**config.mk**
```make
export PLATFORM = sky130hd
export DESIGN_NAME = spi_flag_port
export DESIGN_NICKNAME = d
export VERILOG_FILES = /design/src/rtl/spi_flag_pkg.sv /design/src/rtl/spi_sync.sv /design/src/rtl/spi_sclk_gen.sv /design/src/rtl/spi_shift_core.sv /design/src/rtl/spi_reg_file.sv /design/src/rtl/spi_flag_port.sv
export SDC_FILE = /design/constraint.sdc
export NUM_CORES = 1
export LEC_CHECK = 0
export CORE_MARGIN = 2
export CORE_UTILIZATION = 50
export DETAILED_ROUTE_END_ITERATION = 12
export PLACE_DENSITY = 0.72
export SYNTH_ARGS = -nofsm -noshare
export SYNTH_HDL_FRONTEND = slang
export SYNTH_HIERARCHICAL = 1
export SYNTH_SLANG_ARGS = --single-unit
export TNS_END_PERCENT = 20
```
**constraint.sdc**
```tcl
create_clock -name clk -period 3.1 [get_ports clk]
set_input_delay 0.62 -clock clk [delete_from_list [all_inputs] [get_ports clk]]
set_output_delay 0.62 -clock clk [all_outputs]
set_load 0.01 [all_outputs]
```
**src/rtl/spi_flag_pkg.sv**
```systemverilog
package spi_flag_pkg;

  typedef enum logic [1:0] {
    REG_DATA = 2'd0,
    REG_CTRL = 2'd1,
    REG_STAT = 2'd2,
    REG_NONE = 2'd3
  } reg_sel_e;

  // control register, bit 2 down to bit 0
  typedef struct packed {
    logic irq_en;
    logic host;
    logic run_en;
  } ctrl_t;

  // software bits in the status register, bit 2 down to bit 0
  typedef struct packed {
    logic out_off;
    logic sel_soft;
    logic sel_level;
  } selcfg_t;

  typedef struct packed {
    logic done;
    logic wcol;
    logic ovr;
    logic fault;
  } flags_t;

  function automatic logic [7:0] pack_status(flags_t f, selcfg_t s);
    return {f.done, f.wcol, f.ovr, f.fault, 1'b0, s.out_off, s.sel_soft, s.sel_level};
  endfunction

  function automatic logic [7:0] pack_ctrl(ctrl_t c);
    return {5'd0, c};
  endfunction

  // 1 when the internal select is active
  function automatic logic sel_active(selcfg_t s, logic pin_n);
    return s.sel_soft ? !s.sel_level : !pin_n;
  endfunction

  function automatic logic want_irq(ctrl_t c, flags_t f);
    return c.irq_en & (f.done | f.ovr | f.fault);
  endfunction

endpackage

```
**src/rtl/spi_sync.sv**
```systemverilog
module spi_sync #(
  parameter int WIDTH = 3,
  parameter int STAGES = 2,
  parameter logic [WIDTH-1:0] RST_VAL = '0
) (
  input  logic             clk,
  input  logic             rst_n,
  input  logic [WIDTH-1:0] d,
  output logic [WIDTH-1:0] q
);
  logic [STAGES-1:0][WIDTH-1:0] stage_q;

  always_ff @(posedge clk or negedge rst_n) begin
    if (!rst_n) stage_q <= {STAGES{RST_VAL}};
    else        stage_q <= {stage_q[STAGES-2:0], d};
  end

  assign q = stage_q[STAGES-1];
endmodule

```
**src/rtl/spi_sclk_gen.sv**
```systemverilog
module spi_sclk_gen #(
  parameter int HALF_CYC = 4
) (
  input  logic clk,
  input  logic rst_n,
  input  logic run,
  output logic sclk,
  output logic sample_ev,
  output logic shift_ev
);
  localparam int CW = (HALF_CYC > 1) ? $clog2(HALF_CYC) : 1;

  logic [CW-1:0] cnt_q;
  logic          sclk_q;
  logic          phase_end;

  assign phase_end = run && (cnt_q == CW'(HALF_CYC - 1));

  always_ff @(posedge clk or negedge rst_n) begin
    if (!rst_n) begin
      cnt_q  <= '0;
      sclk_q <= 1'b0;
    end else if (!run) begin
      cnt_q  <= '0;
      sclk_q <= 1'b0;
    end else if (phase_end) begin
      cnt_q  <= '0;
      sclk_q <= !sclk_q;
    end else begin
      cnt_q <= cnt_q + CW'(1);
    end
  end

  assign sclk      = sclk_q;
  assign sample_ev = phase_end && !sclk_q;
  assign shift_ev  = phase_end && sclk_q;

  // clock returns low whenever the engine is idle
  assert_sclk_idle_R2: assert property (@(posedge clk) disable iff (!rst_n)
    !run |=> !sclk);
endmodule

```
**src/rtl/spi_shift_core.sv**
```systemverilog
module spi_shift_core #(
  parameter int DATA_W = 8
) (
  input  logic              clk,
  input  logic              rst_n,
  input  logic              enable,
  input  logic              host,
  input  logic              load,
  input  logic [DATA_W-1:0] load_data,
  input  logic              sample_ev,
  input  logic              shift_ev,
  input  logic              in_bit,
  input  logic              abort,
  output logic              out_bit,
  output logic              active,
  output logic              xfer_done,
  output logic [DATA_W-1:0] rx_data
);
  localparam int BW = $clog2(DATA_W + 1);

  logic [DATA_W-1:0] sh_q;
  logic              cap_q;
  logic [BW-1:0]     bits_q;
  logic              active_q;
  logic              done_q;
  logic              last_shift;

  assign last_shift = shift_ev && (bits_q == BW'(DATA_W - 1));

  always_ff @(posedge clk or negedge rst_n) begin
    if (!rst_n) begin
      sh_q     <= '0;
      cap_q    <= 1'b0;
      bits_q   <= '0;
      active_q <= 1'b0;
      done_q   <= 1'b0;
    end else begin
      done_q <= 1'b0;
      if (!enable) begin
        active_q <= 1'b0;
        bits_q   <= '0;
      end else if (load) begin
        sh_q     <= load_data;
        bits_q   <= '0;
        active_q <= host;
      end else if (abort) begin
        bits_q <= '0;
      end else begin
        if (sample_ev) cap_q <= in_bit;
        if (shift_ev) begin
          sh_q <= {sh_q[DATA_W-2:0], cap_q};
          if (last_shift) begin
            bits_q   <= '0;
            active_q <= 1'b0;
            done_q   <= 1'b1;
          end else begin
            bits_q <= bits_q + BW'(1);
          end
        end
      end
    end
  end

  assign out_bit   = sh_q[DATA_W-1];
  assign active    = active_q;
  assign xfer_done = done_q;
  assign rx_data   = sh_q;

  assert_done_pulse_R2: assert property (@(posedge clk) disable iff (!rst_n)
    xfer_done |=> !xfer_done);
endmodule

```
**src/rtl/spi_reg_file.sv**
```systemverilog
module spi_reg_file
  import spi_flag_pkg::*;
#(
  parameter int DATA_W = 8
) (
  input  logic              clk,
  input  logic              rst_n,
  input  logic              bus_sel,
  input  logic              bus_wr,
  input  logic [1:0]        bus_addr,
  input  logic [DATA_W-1:0] bus_wdata,
  output logic [DATA_W-1:0] bus_rdata,
  input  logic              xfer_done,
  input  logic [DATA_W-1:0] rx_data,
  input  logic              busy,
  input  logic              sel_low,
  output ctrl_t             ctrl,
  output selcfg_t           selcfg,
  output logic              irq,
  output logic              tx_load,
  output logic [DATA_W-1:0] tx_data
);
  ctrl_t             ctrl_q;
  selcfg_t           selcfg_q;
  flags_t            flags_q;
  logic [DATA_W-1:0] rx_q;
  logic              arm_done, arm_wcol, arm_fault;

  reg_sel_e which;
  logic rd_data, wr_data, rd_stat, wr_stat, wr_ctrl;
  logic data_touch, wcol_hit, blocked, fault_cond;

  assign which      = reg_sel_e'(bus_addr);
  assign rd_data    = bus_sel && !bus_wr && (which == REG_DATA);
  assign wr_data    = bus_sel &&  bus_wr && (which == REG_DATA);
  assign rd_stat    = bus_sel && !bus_wr && (which == REG_STAT);
  assign wr_stat    = bus_sel &&  bus_wr && (which == REG_STAT);
  assign wr_ctrl    = bus_sel &&  bus_wr && (which == REG_CTRL);
  assign data_touch = rd_data || wr_data;
  assign wcol_hit   = wr_data && busy;
  assign blocked    = flags_q.done && !arm_done;
  assign fault_cond = ctrl_q.run_en && ctrl_q.host && sel_low;

  assign tx_load = wr_data && !busy && !blocked && ctrl_q.run_en;
  assign tx_data = bus_wdata;

  always_ff @(posedge clk or negedge rst_n) begin
    if (!rst_n) begin
      ctrl_q    <= '0;
      selcfg_q  <= '0;
      flags_q   <= '0;
      rx_q      <= '0;
      arm_done  <= 1'b0;
      arm_wcol  <= 1'b0;
      arm_fault <= 1'b0;
    end else begin
      if (wr_ctrl) ctrl_q <= ctrl_t'(bus_wdata[2:0]);
      if (fault_cond) begin
        ctrl_q.run_en <= 1'b0;
        ctrl_q.host   <= 1'b0;
      end
      if (wr_stat) selcfg_q <= selcfg_t'(bus_wdata[2:0]);

      // done flag and received byte
      if (data_touch && arm_done) flags_q.done <= 1'b0;
      if (xfer_done && !flags_q.done) begin
        flags_q.done <= 1'b1;
        rx_q         <= rx_data;
      end

      // overrun: the held byte stays, the new one is dropped
      if (rd_stat) flags_q.ovr <= 1'b0;
      if (xfer_done && flags_q.done) flags_q.ovr <= 1'b1;

      if (data_touch && arm_wcol) flags_q.wcol <= 1'b0;
      if (wcol_hit) flags_q.wcol <= 1'b1;

      if (wr_ctrl && arm_fault) flags_q.fault <= 1'b0;
      if (fault_cond) flags_q.fault <= 1'b1;

      // a status read arms the clear of whichever flags it saw set
      if (rd_stat) begin
        arm_done  <= flags_q.done;
        arm_wcol  <= flags_q.wcol;
        arm_fault <= flags_q.fault;
      end else begin
        if (data_touch) begin
          arm_done <= 1'b0;
          arm_wcol <= 1'b0;
        end
        if (wr_ctrl) arm_fault <= 1'b0;
      end
    end
  end

  always_comb begin
    case (which)
      REG_DATA: bus_rdata = rx_q;
      REG_CTRL: bus_rdata = DATA_W'(pack_ctrl(ctrl_q));
      REG_STAT: bus_rdata = DATA_W'(pack_status(flags_q, selcfg_q));
      default:  bus_rdata = '0;
    endcase
  end

  assign ctrl   = ctrl_q;
  assign selcfg = selcfg_q;
  assign irq    = want_irq(ctrl_q, flags_q);

  assert_wcol_set_R4: assert property (@(posedge clk) disable iff (!rst_n)
    (wr_data && busy) |=> flags_q.wcol);

  assert_ovr_keep_R5: assert property (@(posedge clk) disable iff (!rst_n)
    (xfer_done && flags_q.done) |=> (flags_q.ovr && $stable(rx_q)));

  assert_blocked_write_R3: assert property (@(posedge clk) disable iff (!rst_n)
    (wr_data && flags_q.done && !arm_done) |=> flags_q.done);

  assert_fault_stop_R6: assert property (@(posedge clk) disable iff (!rst_n)
    fault_cond |=> (flags_q.fault && !ctrl_q.run_en && !ctrl_q.host));

  assert_fault_sticky_R6: assert property (@(posedge clk) disable iff (!rst_n)
    (flags_q.fault && !(wr_ctrl && arm_fault)) |=> flags_q.fault);
endmodule

```
**src/rtl/spi_flag_port.sv**
```systemverilog
module spi_flag_port
  import spi_flag_pkg::*;
#(
  parameter int DATA_W      = 8,
  parameter int HALF_CYC    = 4,
  parameter int SYNC_STAGES = 2
) (
  input  logic              clk,
  input  logic              rst_n,
  input  logic              bus_sel,
  input  logic              bus_wr,
  input  logic [1:0]        bus_addr,
  input  logic [DATA_W-1:0] bus_wdata,
  output logic [DATA_W-1:0] bus_rdata,
  output logic              irq,
  input  logic              sclk_in,
  output logic              sclk_out,
  output logic              sclk_oe,
  input  logic              mosi_in,
  output logic              mosi_out,
  output logic              mosi_oe,
  input  logic              miso_in,
  output logic              miso_out,
  output logic              miso_oe,
  input  logic              ss_n_in
);
  ctrl_t             ctrl;
  selcfg_t           selcfg;
  logic              ss_n_s, sclk_s, mosi_s, sclk_prev_q;
  logic              sel_low, slave_sel, s_rise, s_fall;
  logic              m_sclk, m_sample, m_shift;
  logic              core_active, core_done, out_bit, busy, tx_load;
  logic [DATA_W-1:0] rx_data, tx_data;

  spi_sync #(.WIDTH(3), .STAGES(SYNC_STAGES), .RST_VAL(3'b100)) u_sync (
    .clk(clk), .rst_n(rst_n),
    .d({ss_n_in, sclk_in, mosi_in}),
    .q({ss_n_s, sclk_s, mosi_s})
  );

  always_ff @(posedge clk or negedge rst_n) begin
    if (!rst_n) sclk_prev_q <= 1'b0;
    else        sclk_prev_q <= sclk_s;
  end

  assign sel_low   = sel_active(selcfg, ss_n_s);
  assign slave_sel = ctrl.run_en && !ctrl.host && sel_low;
  assign s_rise    = slave_sel &&  sclk_s && !sclk_prev_q;
  assign s_fall    = slave_sel && !sclk_s &&  sclk_prev_q;
  assign busy      = core_active || slave_sel;

  spi_sclk_gen #(.HALF_CYC(HALF_CYC)) u_gen (
    .clk(clk), .rst_n(rst_n), .run(core_active),
    .sclk(m_sclk), .sample_ev(m_sample), .shift_ev(m_shift)
  );

  spi_shift_core #(.DATA_W(DATA_W)) u_core (
    .clk(clk), .rst_n(rst_n),
    .enable(ctrl.run_en), .host(ctrl.host),
    .load(tx_load), .load_data(tx_data),
    .sample_ev(ctrl.host ? m_sample : s_rise),
    .shift_ev(ctrl.host ? m_shift : s_fall),
    .in_bit(ctrl.host ? miso_in : mosi_s),
    .abort(!ctrl.host && !sel_low),
    .out_bit(out_bit), .active(core_active),
    .xfer_done(core_done), .rx_data(rx_data)
  );

  spi_reg_file #(.DATA_W(DATA_W)) u_regs (
    .clk(clk), .rst_n(rst_n),
    .bus_sel(bus_sel), .bus_wr(bus_wr), .bus_addr(bus_addr),
    .bus_wdata(bus_wdata), .bus_rdata(bus_rdata),
    .xfer_done(core_done), .rx_data(rx_data),
    .busy(busy), .sel_low(sel_low),
    .ctrl(ctrl), .selcfg(selcfg), .irq(irq),
    .tx_load(tx_load), .tx_data(tx_data)
  );

  assign sclk_out = m_sclk;
  assign sclk_oe  = ctrl.run_en && ctrl.host;
  assign mosi_out = out_bit;
  assign mosi_oe  = ctrl.run_en && ctrl.host && !selcfg.out_off;
  assign miso_out = out_bit;
  assign miso_oe  = slave_sel && !selcfg.out_off;
endmodule

```
==> results of run 1 <==
-- cells in the mapped netlist (all sizes together), types with 3 or more instances --
master	instances
a22o	4
nor2b	4
mux2	30
buf	18
inv	4
o21ai	6
nand4b	3
dfrtp	44
nand2b	3
nor3b	3
nor2	13
mux2i	11
nand2	14
-- routing by layer --
| layer | global-route usage [%] | routed length [um] | up-vias |
|---|---|---|---|
| met3 | 5.77 | 235 | 9 |
| met2 | 31.4 | 2220 | 38 |
| met1 | 24.5 | 1910 | 749 |
| li1 | - | - | 694 |
| met4 | 6.50 | 70 | 0 |
| met5 | 0 | 0 | - |
-- worst max-delay path: cells and delay by family --
| family | cells | cell delay [ns] |
|---|---|---|
| AO/OA/AOI/OAI | 1 | 0.10 |
| buffers and inverters | 2 | 1.25 |
| AND/OR/NAND/NOR | 2 | 0.33 |
-- power by group through the flow --
stage | combinational (mW) | sequential (mW) | clock (mW)
6_report | 0.287 | 0.740 | 0.371
5_1_grt | 0.312 | 0.753 | 0.407
4_1_cts | 0.292 | 0.740 | 0.376
3_5_place_dp | 0.290 | 0.751 | 0
3_3_place_gp | 0.280 | 0.748 | 0
2_1_floorplan | 0.204 | 0.712 | 0
-- path summary, 6_finish.rpt --
| check | start | endpoint | slack, ns | depth (start not counted) |
|---|---|---|---|---|
| max in group asynchronous | rst_n | u_core/rx_data[4]$_DFFE_PN0P_ | 2.01 | 1 |
| worst max-delay path | bus_addr[1] | bus_rdata[1] | 0.18 | 5 |
| worst min register to register | u_sync/stage_q[1]$_DFF_PN0_ | u_sync/q[1]$_DFF_PN0_ | 0.36 | 0 |
| min in group asynchronous | rst_n | u_regs/ctrl[2]$_DFFE_PN0P_ | 0.48 | 1 |
| worst min-delay path | u_sync/stage_q[1]$_DFF_PN0_ | u_sync/q[1]$_DFF_PN0_ | 0.36 | 0 |
| worst max register to register | u_sync/q[2]$_DFF_PN1_ | u_core/rx_data[6]$_DFFE_PN0P_ | 0.87 | 6 |
-- through the flow --
| stage | utilization (%) | power [mW] |
|---|---|---|
| final | 60.7 | 1.40 |
| after global placement | 58.6 | 1.03 |
| after detailed placement | 58.6 | 1.04 |
| after global routing | 60.7 | 1.47 |
| after CTS | 60.7 | 1.41 |
| after floorplan | - | 0.916 |
-- final cells by class --
class,count,area share [%]
Tap cell,52,2.44
Timing Repair Buffer,36,13.0
Clock inverter,3,0.799
Multi-Input combinational cell,118,37.3
Sequential cell,46,43.3
Clock buffer,5,2.59
Inverter,4,0.564
-- logic make-up (layout without fill, tap and decap cells) --
logic type,Yosys count,in the layout,share of synthesized area (%)
flip-flops,46,46,50.3
AND/OR/NAND/NOR,55,55,15.2
XOR/XNOR,2,2,0.764
multiplexers,41,41,20.2
AO/OA/AOI/OAI,18,18,6.00
adder cells (fa/ha/maj),2,2,1.09
buffers and inverters,22,48,6.39
-- state kept, by name (all words and copies together) (netlist names), 2 cells and up --
signal,cells
u_regs/rx_q,8
u_regs/flags_q,4
u_regs/ctrl,3
u_core/bits_q,4
u_sync/stage_q,3
u_sync/q,3
u_gen/cnt_q,2
u_core/rx_data,8
u_regs/selcfg,3
==> run summary, run 1 <==
The run finished with clean final reports. The detailed router placed 1490 vias in this run. The number of synthesized register bits is 46. The cell chosen for the clock root was clkbuf_8.

In this run the power density over the cells is 525 mW/mm^2. In this run the power spent charging and discharging nets is 0.413 mW. Excluding fillers, the count of instances in the completed layout stands at 264.

The max-slew violation total from the final report is 0. The maximum fanout count along the critical path is 7, and the via count of the first global-routing pass is 1544. For this run, the number of Yosys warnings is 6. Final critical-path share of the clock period: 94.3%.

The total die area came out at 0.00514 sq mm. After synthesis, the netlist uses 42 different library cells. Setup slack after placement: 0.175 ns. For the static power due to leakage, the log shows 1.24 nW. The portion of total power attributed to combinational logic is 20.6%, and the final critical-path required period is 2.92 ns. TritonCTS built the clock tree.

After floorplanning, the core was sized to cover 0.00438 sq mm. The hold buffer count at CTS came out at 0. The final setup violation count was 0. The logs give 0.00229 sq mm for the area of the mapped netlist and 0 for the hold violation count in the final report.

The summed negative setup slack over all endpoints is 0 ns. The slowest stage of the critical path belongs to the cell clkdlybuf4s50_1. Once routing completed, OpenROAD measured the worst setup slack at 0.176 ns. In this run, CTS created clock tree buffers numbering 5. Of the total power, the clock network draws 26.5%. No sink is reached through more buffers than the 2 on the longest clock path. Nature of the critical path endpoint: an output pin. The area growth from synthesis to layout came out at 16.1%.

The top cell types in the final layout, fill and taps aside, are dfrtp_1, clkdlybuf4s50_1, mux2_2. Fill cells in the final layout number 347. Setup repair after global routing left no endpoint under its margin. After global routing the overflow that remains totals 0.

The proportion of layout cells with a drive suffix above 1 is 25.9%. At the end of the flow, the number of nets in the layout was 231. After legalization and detailed placement, the total HPWL measured 3.32 mm. Before antenna repair, the detailed router went through 4 iterations. CTS saw 46 sinks. Counting stages on the worst path, the most repeated cell is clkdlybuf4s50_1.

The arrival time at the worst endpoint was 2.30 ns. Number of antenna violations at the first check in global routing: 0. The number of maximum-capacitance constraint violations is 0.

Wires add up to 4.43 mm. The number of instances resized during post-cts repair is 0. Synthesis produced a netlist with a net count of 206. For this block, the initial DRC count from the detailed router was 125.

At the pin with the least slew margin, the transition time is 0.994 ns. In this run the vertical extent of the chip is 71.7 um. The logs give 7.60 mm for the first-pass GRT wire length and 0 for the number of routed nets with antenna violations. Pin placement for this block handled 33 I/O pins. Across the routed clock network, the largest skew measured is 0.00602 ns. Commonest register cell after synthesis: dfrtp_1. In this design, the stage delay of the slowest critical-path cell is 0.68 ns. The highest achievable clock rate is 342 MHz. The average routed wire per standard cell is 16.8 um. Summing the sequential cell areas from Yosys gives 50.3% of the chip area. In this run, placement finished with an instance count of 256. Post-CTS timing repair inserted 0 buffers for setup. Summing all flip-flop and latch instances after layout gives 0.00115 sq mm. Registers are responsible for 52.9% of the overall power. In this run the cell area measured after placement is 0.00257 sq mm. The number of H-tree branching levels is 2.

Entering global routing, the biggest net connects 47 pins. Of the total power, the share spent switching nets is 29.5%. Global routing used 19.2% of the available tracks. Average via count per standard cell: 5.64. The cell count after synthesis came out at 186.

The final instance area was 0.00266 sq mm; the internal cell power was 0.985 mW. The top cell type's share of synthesized area was 48.0%. By startpoint and endpoint, the worst setup path is classified as in2out. In this run the core area contains 24 standard-cell rows.

Across the VDD grid, the largest voltage drop is 0.246 mV. The signal on the critical path passes through clkdlybuf4s50_1 > nor2b_1 > nand2_1 > o21ai_0 > clkdlybuf4s50_1. The required time of the critical path came out at 2.48 ns.

The die outline width was 71.7 um; the clock edge transition at the registers on the reported setup and hold paths was 0.08 ns. The multi-input gate area in the final layout came out at 992 sq um. For the source-to-sink clock delay at the later pin of the worst-skew pair, the log shows 0.30 ns. For this run, design rule violations remaining after detail routing come to 0. Sorting the synthesized cells by area gives the leading types as dfrtp_1, mux2_2, buf_4.

The count of flip-flops with a built-in enable after synthesis came out at 0. Count of inserted antenna diode cells: 0. The mean post-synth cell area is 12.3 sq um. The largest total area in the synthesized netlist belongs to dfrtp_1. Port buffering added 32 buffers. The tools report the element type at the critical path start as an input port.

Routability-driven placement finished with a final weighted congestion of 0.816. Final hold analysis gives a worst-case slack of 0.365 ns. The initial utilization of the core area, before any placement, comes to 52.3%. The relative slew slack is 33.7%, and the proportion of register bits with asynchronous set or reset after synthesis is 100%. Type of the worst min-delay path: reg2reg. The library cell used most frequently in the layout, excluding fill and tap cells, is dfrtp_1.
No activity file was read; power rests on OpenSTA's default activity.
==> run 2, diff against run 1 <==
--- a/config.mk
+++ b/config.mk
@@ -13,4 +13,3 @@
 export SYNTH_HDL_FRONTEND = slang
 export SYNTH_HIERARCHICAL = 1
 export SYNTH_SLANG_ARGS = --single-unit
-export TNS_END_PERCENT = 20
==> results of run 2 <==
Final layout, timing and power as in run 1 (identical DEF).
